### src/rtl/bcd_pkg.sv
package bcd_pkg;

  typedef enum logic {
    ST_IDLE = 1'b0,
    ST_RUN  = 1'b1
  } conv_state_e;

  // Decimal digits needed for the largest IW-bit value: floor(IW*log10 2) + 1
  function automatic int unsigned bcd_digits(input int unsigned width);
    return (width * 30103) / 100000 + 1;
  endfunction

endpackage

### src/rtl/bcd_nibble_adj.sv
module bcd_nibble_adj #(
  parameter int unsigned ND = 5
) (
  input  logic [4*ND-1:0] dig_i,
  output logic [4*ND-1:0] dig_o
);

  // A digit of five or more gets three added so the next shift carries at ten
  for (genvar g = 0; g < ND; g++) begin : g_nib
    logic [3:0] nib;
    assign nib = dig_i[4*g +: 4];
    assign dig_o[4*g +: 4] = (nib >= 4'd5) ? nib + 4'd3 : nib;
  end

endmodule

### src/rtl/bcd_seq_ctrl.sv
module bcd_seq_ctrl
  import bcd_pkg::*;
#(
  parameter int unsigned IW = 16
) (
  input  logic clk,
  input  logic rst_n,
  input  logic start_i,
  output logic load_o,
  output logic shift_o,
  output logic busy_o,
  output logic valid_o
);

  localparam int unsigned CW = $clog2(IW + 1);
  localparam logic [CW-1:0] STEPS = CW'(IW);

  conv_state_e state_q, state_d;
  logic [CW-1:0] cnt_q, cnt_d;
  logic          valid_q, valid_d;
  logic          cnt_en;

  always_comb begin
    state_d = state_q;
    cnt_d   = cnt_q;
    valid_d = 1'b0;
    load_o  = 1'b0;
    shift_o = 1'b0;
    unique case (state_q)
      ST_IDLE: begin
        if (start_i) begin
          load_o  = 1'b1;
          state_d = ST_RUN;
          cnt_d   = STEPS;
        end
      end
      ST_RUN: begin
        shift_o = 1'b1;
        cnt_d   = cnt_q - 1'b1;
        if (cnt_q == CW'(1)) begin
          state_d = ST_IDLE;
          valid_d = 1'b1;
        end
      end
      default: state_d = ST_IDLE;
    endcase
  end

  assign cnt_en = load_o | shift_o;

  always_ff @(posedge clk or negedge rst_n) begin
    if (!rst_n) begin
      state_q <= ST_IDLE;
      valid_q <= 1'b0;
    end else begin
      state_q <= state_d;
      valid_q <= valid_d;
    end
  end

  always_ff @(posedge clk or negedge rst_n) begin
    if (!rst_n) begin
      cnt_q <= '0;
    end else if (cnt_en) begin
      cnt_q <= cnt_d;
    end
  end

  assign busy_o  = (state_q == ST_RUN);
  assign valid_o = valid_q;

endmodule

### src/rtl/bin2bcd_serial.sv
module bin2bcd_serial
  import bcd_pkg::*;
#(
  parameter int unsigned IW = 16,
  parameter int unsigned ND = bcd_digits(IW)
) (
  input  logic            clk,
  input  logic            rst_n,
  input  logic            start_i,
  input  logic [IW-1:0]   bin_i,
  output logic            busy_o,
  output logic            valid_o,
  output logic [4*ND-1:0] bcd_o
);

  localparam int unsigned OW = 4 * ND;
  localparam int unsigned WW = OW + IW;

  logic          load, shift, work_en;
  logic [OW-1:0] dig_adj;
  logic [WW-1:0] work_q, work_d;

  bcd_seq_ctrl #(.IW(IW)) u_ctrl (
    .clk     (clk),
    .rst_n   (rst_n),
    .start_i (start_i),
    .load_o  (load),
    .shift_o (shift),
    .busy_o  (busy_o),
    .valid_o (valid_o)
  );

  bcd_nibble_adj #(.ND(ND)) u_adj (
    .dig_i (work_q[IW +: OW]),
    .dig_o (dig_adj)
  );

  always_comb begin
    work_d = work_q;
    if (load) begin
      work_d = {{OW{1'b0}}, bin_i};
    end else if (shift) begin
      work_d = {dig_adj, work_q[IW-1:0]} << 1;
    end
  end

  assign work_en = load | shift;

  always_ff @(posedge clk or negedge rst_n) begin
    if (!rst_n) begin
      work_q <= '0;
    end else if (work_en) begin
      work_q <= work_d;
    end
  end

  assign bcd_o = work_q[IW +: OW];

endmodule

### config.mk
export PLATFORM = sky130hd
export DESIGN_NAME = bin2bcd_serial
export DESIGN_NICKNAME = d
export VERILOG_FILES = /design/src/rtl/bcd_pkg.sv /design/src/rtl/bcd_nibble_adj.sv /design/src/rtl/bcd_seq_ctrl.sv /design/src/rtl/bin2bcd_serial.sv
export SDC_FILE = /design/constraint.sdc
export NUM_CORES = 1
export LEC_CHECK = 0
export ABC_AREA = 1
export BUFFER_PORTS_ARGS = -buffer_cell sky130_fd_sc_hd__buf_2
export CAP_MARGIN = 20
export CORE_UTILIZATION = 51
export DETAILED_ROUTE_END_ITERATION = 8
export GPL_ROUTABILITY_DRIVEN = 0
export PLACE_DENSITY = 0.88
export SYNTH_ARGS = -nofsm -noshare
export SYNTH_HDL_FRONTEND = slang
export SYNTH_SLANG_ARGS = --single-unit
### constraint.sdc
create_clock -name clk -period 1.15 [get_ports clk]
set_input_delay 0.1725 -clock clk [delete_from_list [all_inputs] [get_ports clk]]
set_output_delay 0.1725 -clock clk [all_outputs]
set_load 0.05 [all_outputs]
======== Word-level counts from Yosys, hierarchy flattened ========
Index checks and enable logic that the tools add are counted.
storage, ports and cells
  output and inout bits ................... 22
  bits of input ports ..................... 19
  word-level logic and storage cells ...... 38
  bits in registers ....................... 43
cells by class
  reductions and logical operators ........ 3
  eq/ne operators ......................... 2
  bitwise gates (word level) .............. 2
  mux-type cells .......................... 16
  magnitude comparators ................... 5
  add/sub/neg operators ................... 6
operators by type and width
  kind                   count
  $mux W36               2
  $ge A4 B3 Y1 const B   5
  $add A4 B2 Y4 const B  4
  $mux W4                4
  $pmux W5 S2            1
  $mux W1                6
  $eq A5 B1 Y1 const B   1
  $mux W5                1
  $sub A5 B1 Y5 const B  1
  $reduce_and A2 Y1      2
  $add A3 B2 Y3 const B  1
  $mux W3                1
  $ne A2 B2 Y1 const B   1
  $pmux W1 S2            1
  $reduce_bool A2 Y1     1
  $not A1 Y1             1
  $or A1 B1 Y1           1

======== Logic depth before layout (Yosys ltp) ========
Gate-level depths: netlist of the first run.
  depth after elaboration ................. 4
  gate-level depth with buffers ........... 8
  mapped depth without buffers ............ 8

======== By module ========
A second synthesis of the first run with hierarchy kept.
second synthesis, totals
  cell total of the unflattened synthesis .. 351
  area total of the unflattened synthesis .. 2,666.3 um^2
by module, submodules not included
  module          instances  cells each  area each (um^2)  seq. area each (um^2)
  bin2bcd_serial  1          196         1,702.9           900.9
  bcd_nibble_adj  1          109         600.6             0.0
  bcd_seq_ctrl    1          46          362.8             175.2

======== Least setup slack after synthesis of the first run ========
No wires, ideal clock.
  kind .................................... reg-to-reg
  start ................................... register u_ctrl.state_q (netlist: u_ctrl.busy_o)
  end ..................................... register work_q[10]
  stages on the path, launching flop included .. 8
  arrival ................................. 1.257 ns
  library setup time ...................... 0.127 ns
  buffers on the path ..................... 2
  data required time ...................... 1.023 ns
  period minus slack after synthesis ...... 1.384 ns
  slack ................................... -0.234 ns
  cell sequence ........................... dfrtp_1 > buf_6 > inv_8 > nand2_8 > inv_4 > buf_6 > nand2_2 > o211ai_2
between the ends
  word-level cells in the longest chain between the ends .. 3
  elaborated cells on any way between the ends .. 6
  those cells by class .................... mux (3); bitwise (1); reduce/logical (2)
RTL lines
  element                                                                     RTL line              text
  from (decl)                                                                 bcd_seq_ctrl.sv:18    conv_state_e state_q, state_d;
  from (signal assigned)                                                      bcd_seq_ctrl.sv:56    state_q <= state_d;
  $mux W1                                                                     bcd_seq_ctrl.sv:29    unique case (state_q)
  $reduce_bool A2 Y1 (no source line) / $or A1 B1 Y1 (equally long branches)  --
  $reduce_and A2 Y1 (no source line)                                          --
  to (signal assigned)                                                        bin2bcd_serial.sv:53  work_q <= work_d;
  to (decl)                                                                   bin2bcd_serial.sv:21  logic [WW-1:0] work_q, work_d;
Several ways; a longest one is shown, not always the timed one.
A chain may end at the register's enable or synchronous reset.

======== Worst setup path in the final report of the first run ========
  start ................................... register work_q[25]
  end ..................................... register work_q[26]
between the ends
  word-level cells in the longest chain between the ends .. 4
  elaborated cells on any way between the ends .. 5
  those cells by class .................... add/sub (1); order compare (1); mux (3)
RTL lines
  element                                               RTL line              text
  $add A4 B2 Y4 / $ge A4 B3 Y1 (equally long branches)  bcd_nibble_adj.sv:12  assign dig_o[4*g +: 4] = (nib >= 4'd5) ? nib + 4'd3 : nib;
  $mux W4 (*)                                           bcd_nibble_adj.sv:12
  $mux W36 (*)                                          bin2bcd_serial.sv:42  end else if (shift) begin
  $mux W36 (*)                                          bin2bcd_serial.sv:40  if (load) begin
Every way passes the cells marked *; elsewhere a longest branch is shown, timed or not. The select of a mux whose other input is x is not followed.

==> impl_results.md, run 1 <==
* Status: complete, but fails checks
* Failing checks: negative setup slack
* Clock Latency Late Sink at 0.30 ns
* Vias in the first global route at 2110
* Leakage power at 1.860 nW
* DR pass1 iterations at 5
* HP Class: input pin to register
* Avg Inst Size Synth at 8.143 sq um
* Final wirelength at between 6000 and 7000 um
* Reg2reg path depth at 7
* Setup_tns at -1.736 ns
* DR WL/cell at 15.63 um
* Clk_skew at 0.009446 ns
* Share of layout cells above drive strength 1 at 50.13%
* Crit Path Class: register to register
* Post-synth EDFFs at 0
* Maximum vdd drop at 0.001616 V
* Setup crit end kind: register
* FF/Latch Area at 0.001090 sq mm
* Initial antenna violation count at 0
* Synth Flop Type: dfrtp_1
* GRT Total Usage at 23.15%
* # diodes at 0
* Max Fclk at 769.6 MHz
* HP Start: bin_i[12]
* # setup viols final at 41
* Input/output buffers at 40
* Drt drc at 0
* Nets at 409
* Cts bufs inserted at 5
* Startpoint Class: register
* Fillers at ~290
* Worst setup startpoint: work_q[25]
* Hold_ws at 0.08022 ns
* CTS root buffer: clkbuf_8
* I/O pins at slightly above 40
* Synth area leader: dfrtp_1
* Syn Nets at around 340
* Largest net degree at the start of global routing at 44
* Syn Inst Count at roughly 310
* Unique cell type count in the Yosys netlist at 26
* Top post-synthesis cells by count: 99 x nand2_1, 43 x dfrtp_1, 37 x inv_1
* Die footprint at 0.005284 sq mm
* Worst r2r src: work_q[25]
* Reg-to-Reg End: work_q[26]
* Hold Crit Depth at 3
* Complex-gate fraction of the synthesized area at 9.769%
* Max cap viols at 0
* Final hold violations at 0
* Die width at 72.69 um
* Mux contribution to synthesized area at 0%
* Max clock buf depth at 2
* Adder-Cell Fraction of Synth Area at 5.891%
* Fin crit share at 113.0%
* Min cycle time layout at 1.299 ns
* Min-Delay Endpoint: work_q[12]
* RSZ-0062 raised after global routing: true
* Top-count cell post-synth: nand2_1
* Post-Synth XOR/XNOR Area at 0%
* PD cells at 3319 mW/mm^2
* DR vias/cell at 5.379
* Non-Filler Instances at approximately 450
* Routed Antenna Nets at 0
* Clk pin slew, worst setup/hold paths at 0.09 ns
* Post-Synth Simple-Gate Area at about 27%
* Largest family of logic cells by synthesized area: simple AND/OR/NAND/NOR gates
* FFs w/ async S/R, synth at 100.0%
* Register area share after synthesis at 42.22%
* Req. time, crit path at 1.35 ns
* CTS tree: done
* CTS HTree Levels at 2
* Relative slew slack at 81.52%
* Area added between synthesis and finish at 46.10%
* DPL Wire Length at 3466 um
* CP Data Arrival Time at 1.50 ns
* Die height at slightly above 70 um
* Placed insts at 417
* Top cell type's share of synthesized area at 42.22%
* Core box area at roughly 0.0048 sq mm
* Max FO, Critical Path at 4
* Yosys warns at 0
* Synthesized cell area at 0.002549 sq mm
* Num rows at 25
* Footprint of the multi-input gates at approximately 0.0014 sq mm
* Global-route wire length before repair at 9404 um
* Via count at 2399
* Initial Utilization at 53.61%
* CTS sink cnt at 43
* PnR worst setup slack at -0.1493 ns
* #FFs+latches synth at 43
* R2R Setup Slk at -0.15 ns
* Final Max Slew Viols at 0
* DRT iter0 DRCs at 223
* Largest cells by area after synthesis: dfrtp_1 42%, nand2_1 15%, buf_4 6.2%
* Worst-Margin Slew at 0.2769 ns
* GRT overflow at 0
layout by cell type (no fill, tap or decap), types with 11 or more instances in the layout:
cell | synthesis | final
nand3_1 | 26 | 14
nor2_1 | 13 | 11
nand2_1 | 99 | 78
buf_4 | 21 | 32
nand2_2 | 4 | 16
inv_1 | 37 | 20
inv_2 | 1 | 16
dfrtp_2 | 0 | 11
buf_2 | 2 | 20
dfrtp_1 | 43 | 32
buf_6 | 5 | 11
metrics by stage:
step           utilization (%)  area, sq um  power (W)  setup slack (ns)
2_1_floorplan                -         2561   0.007260          -0.07992
3_3_place_gp             59.97         2851   0.008103          -0.03968
3_5_place_dp             59.97         2851   0.008289          -0.09409
4_1_cts                  68.16         3241    0.01030          -0.03733
5_1_grt                  78.32         3724    0.01313           -0.1821
6_report                 78.32         3724    0.01236           -0.1493
final cells by class:
class | instances | share of cell area, %
tap | 67 | 2.251
sequential | 43 | 29.27
clock buffer | 7 | 2.587
clock inverter | 1 | 0.2016
multi-input combinational | 202 | 38.64
timing repair buffer | 86 | 22.48
inverter | 40 | 4.570
worst max path at each step:
stage | to | slack, ns | depth (start not counted)
floorplan | work_q[10] | -0.08 | 7
global placement | work_q[30] | -0.04 | 8
global route | work_q[26] | -0.18 | 7
finish | work_q[26] | -0.15 | 7
CTS | bcd_o[12] | -0.04 | 2
detailed placement | work_q[25] | -0.09 | 8
power breakdown:
part	internal (W)	leakage, nW	switching [W]
clock network	0.000547	0.0505	0.000543
logic	0.00356	1.28	0.00479
registers	0.00223	0.525	0.000687
total	0.00633	1.86	0.00602
sequential cells by signal, summed over array words and instances, names as in the netlist:
name / cells
u_ctrl.busy_o: 1
u_ctrl.cnt_q: 5
u_ctrl.valid_o: 1
work_q: 36
logic make-up (layout without fill, tap and decap cells):
logic type                 count (synthesis)  count (layout)
and+or+nand+nor                          156             156
buffers and inverters                     68             134
DFF                                       43              43
AOI/OAI and AO/OA                         34              34
adders and majority gates                 12              12
layer usage:
layer	global-route usage (%)	wire, um
met1	29.25	2696
met2	40.60	3728
met4	8.061	208
met3	3.315	338
met5	0	0
critical path, cell delays in order, from the launching register on:
cell     delay (ns)
dfrtp_1        0.42
inv_2          0.14
ha_4           0.17
inv_2          0.05
nand2_4        0.08
nand4_1        0.14
nand3_2        0.13
nand2_1        0.06
repair_timing:
action	in CTS	in global routing
cloned	1	1
setup buffers	6	13
hold endpoints to repair	43	0
setup endpoints to repair	29	58
resized for setup	68	100
pin swaps	3	34
hold buffers	1	0
Note: power is estimated with default switching activity, not from simulation.
==> run 2: changes to the inputs <==
Settings changed: GPL_TIMING_DRIVEN from default to 0, SKIP_CTS_REPAIR_TIMING from default to 1.
==> run 2 against run 1 <==
  * The flow still finishes with violations (negative setup slack)
  * Die area unchanged
  * Cell area increased by 5.9%
  * Clock power decreased by 9.6%
  * First-iteration DRC count decreased by 26%
  * Non-clock buffer count increased by 23
  * Count of clock-buffer cells in the layout decreased by 1
  * Wire length increased by 13%
  * Flip-flop and latch count unchanged
  * Combinational power increased by 7.8%
  * Critical path depth increased by 1
  * Cell count increased by 5.6%
  * Critical endpoint is now work_q[32]
==> impl_results.md, run 2 (synthesized netlist as in run 1, its figures left out) <==
* Die height at 72.69 um
* I/O pins at a little over 40
* GR peak layer: met2
* Status: complete, but fails checks
* Max clock buf depth at 2
* Commonest non-fill, non-tap cell in the layout: nand2_1
* Die footprint at roughly 0.0053 sq mm
* Reg2reg path depth at 8
* Share of layout cells above drive strength 1 at 51.24%
* Cts bufs inserted at 5
* Post-layout util at 82.95%
* CP Cell Sequence: buf_6 -> ha_4 -> nand2_4 -> nand2_2 -> nor2_1 -> nor2_1 -> nand2_1 -> nand2_1
* GRT overflow at 0
* DPL Wire Length at 3761 um
* Total power at around 0.013 W
* Via count at 2604
* DR WL/cell at 16.70 um
* CTS sink cnt at 43
* Relative slew slack at 34.46%
* Initial antenna violation count at 0
* Fin crit share at 111.8%
* Crit Path Class: register to register
* Nets at between 400 and 500
* Min cycle time layout at 1.286 ns
* DR vias/cell at 5.529
* Global-route wire length before repair at about 9200 um
* Largest net degree at the start of global routing at 44
* Clk pin slew, worst setup/hold paths at around 0.090 ns
* GRT Total Usage at 22.30%
* Most frequent cells in the layout: 81 x nand2_1, 41 x buf_4, 35 x dfrtp_1
* Largest register FFs at 36
* Clk_skew at 0.009224 ns
* Max FO, Critical Path at 4
* Reg-to-Reg End: work_q[32]
* Met1 Usage GRT at 26.83%
* R2R Setup Slk at -0.14 ns
* Placed insts at 420
* Die width at about 73 um
* HP Class: input pin to async pin
* Worst-Margin Slew at 0.9832 ns
* Leakage power at 2.046 nW
* Core box area at around 0.0048 sq mm
* Biggest regs: work_q (36), u_ctrl.cnt_q (5)
* CP Data Arrival Time at ~1.5 ns
* Clock Latency Late Sink at 0.30 ns
* Initial Utilization at 53.61%
* PnR worst setup slack at -0.1359 ns
* Non-Filler Instances at ~470
* DR pass1 iterations at 4
* Setup crit end kind: register
* Input/output buffers at 40
* PD cells at about 3300 mW/mm^2
* Final hold violations at 0
* Final wirelength at 7868 um
* Maximum vdd drop at 0.001779 V
* Routed Antenna Nets at 0
* Largest register by flop count: work_q
* Max cap viols at 0
* Num rows at 25
* Vias in the first global route at 2149
* Req. time, crit path at between 1 and 1.5 ns
* Crit path largest cell delay at 0.45 ns
* RSZ-0062 raised after global routing: true
* DRT iter0 DRCs at 164
* Grt met2 use at between 40% and 50%
* GR Util met3 at 4.006%
* Failing checks: negative setup slack
* Max Fclk at 777.7 MHz
* Worst r2r src: work_q[28]
* # diodes at 0
* Fillers at 265
* Pre-CTS setup slack at -0.1581 ns
* Drt drc at 0
* Final Max Slew Viols at 0
* # setup viols final at 45
* CTS tree: done
* Startpoint Class: register
* CTS root buffer: clkbuf_8
* CP max-delay cell: dfrtp_2
* CTS HTree Levels at 2
* Area added between synthesis and finish at 54.74%
## run 2: cell types whose count changed in the layout (fill, tap and decap cells not counted), moves of 4 or more
cell | previous run | this run
o21ai_1 | 9 | 4
buf_4 | 32 | 41
buf_6 | 11 | 23
buf_8 | 9 | 16
o21ai_0 | 2 | 6
nand2_2 | 16 | 8
nand2_4 | 9 | 15
clkbuf_4 | 4 | 0
nand3_1 | 14 | 18
## run 2: worst max path at each step
stage | slack, ns | from | endpoint | cells past startpoint
final | -0.14 | work_q[28] | work_q[32] | 8
after global routing | -0.18 | work_q[21] | work_q[22] | 7
after CTS | -0.19 | work_q[26] | bcd_o[10] | 2
after detailed placement | -0.16 | work_q[16] | work_q[18] | 8
after global placement | -0.11 | work_q[16] | work_q[17] | 8
after floorplan | -0.08 | u_ctrl.busy_o | work_q[10] | 7
## run 2: critical path: cells and delay by family, from the launching register on
family	cells	cell delay, ns
flip-flops	1	0.45
adder cells (fa/ha/maj)	1	0.15
buffers and inverters	1	0.13
AND/OR/NAND/NOR	6	0.44
## run 2: power breakdown
part / switching [W] / internal, W / leakage (nW)
Clock: 0.000560 / 0.000426 / 0.0412
Sequential: 0.000683 / 0.00222 / 0.529
Combinational: 0.00501 / 0.00399 / 1.48
## run 2: routing by layer
metal  share of wire (%)  up-vias
li1                    -     1172
met2                  55      119
met1                  38     1282
met5                   0        -
met3                 4.5       31
met4                 3.2        0
## run 2: final cells by class
cell class	instances	area [sq um]	share of cell area (%)
multi-input cells	204	1419	35.98
well taps	67	83.83	2.126
clock inverters	2	12.51	0.3173
clock buffers	6	72.57	1.840
plain buffers	24	275.3	6.980
repair buffers	85	817.0	20.72
inverters	40	177.7	4.505
flip-flops and latches	43	1086	27.54
## run 2: metrics by stage
step	TNS [ns]	hold slack [ns]	instance area, sq um
floorplan	-1.245	-0.1231	2561
global placement	-0.8099	0.3746	2845
detailed placement	-1.652	0.3802	2845
CTS	-4.216	0.05808	2930
global route	-3.792	0.09120	3944
finish	-2.058	0.02638	3944
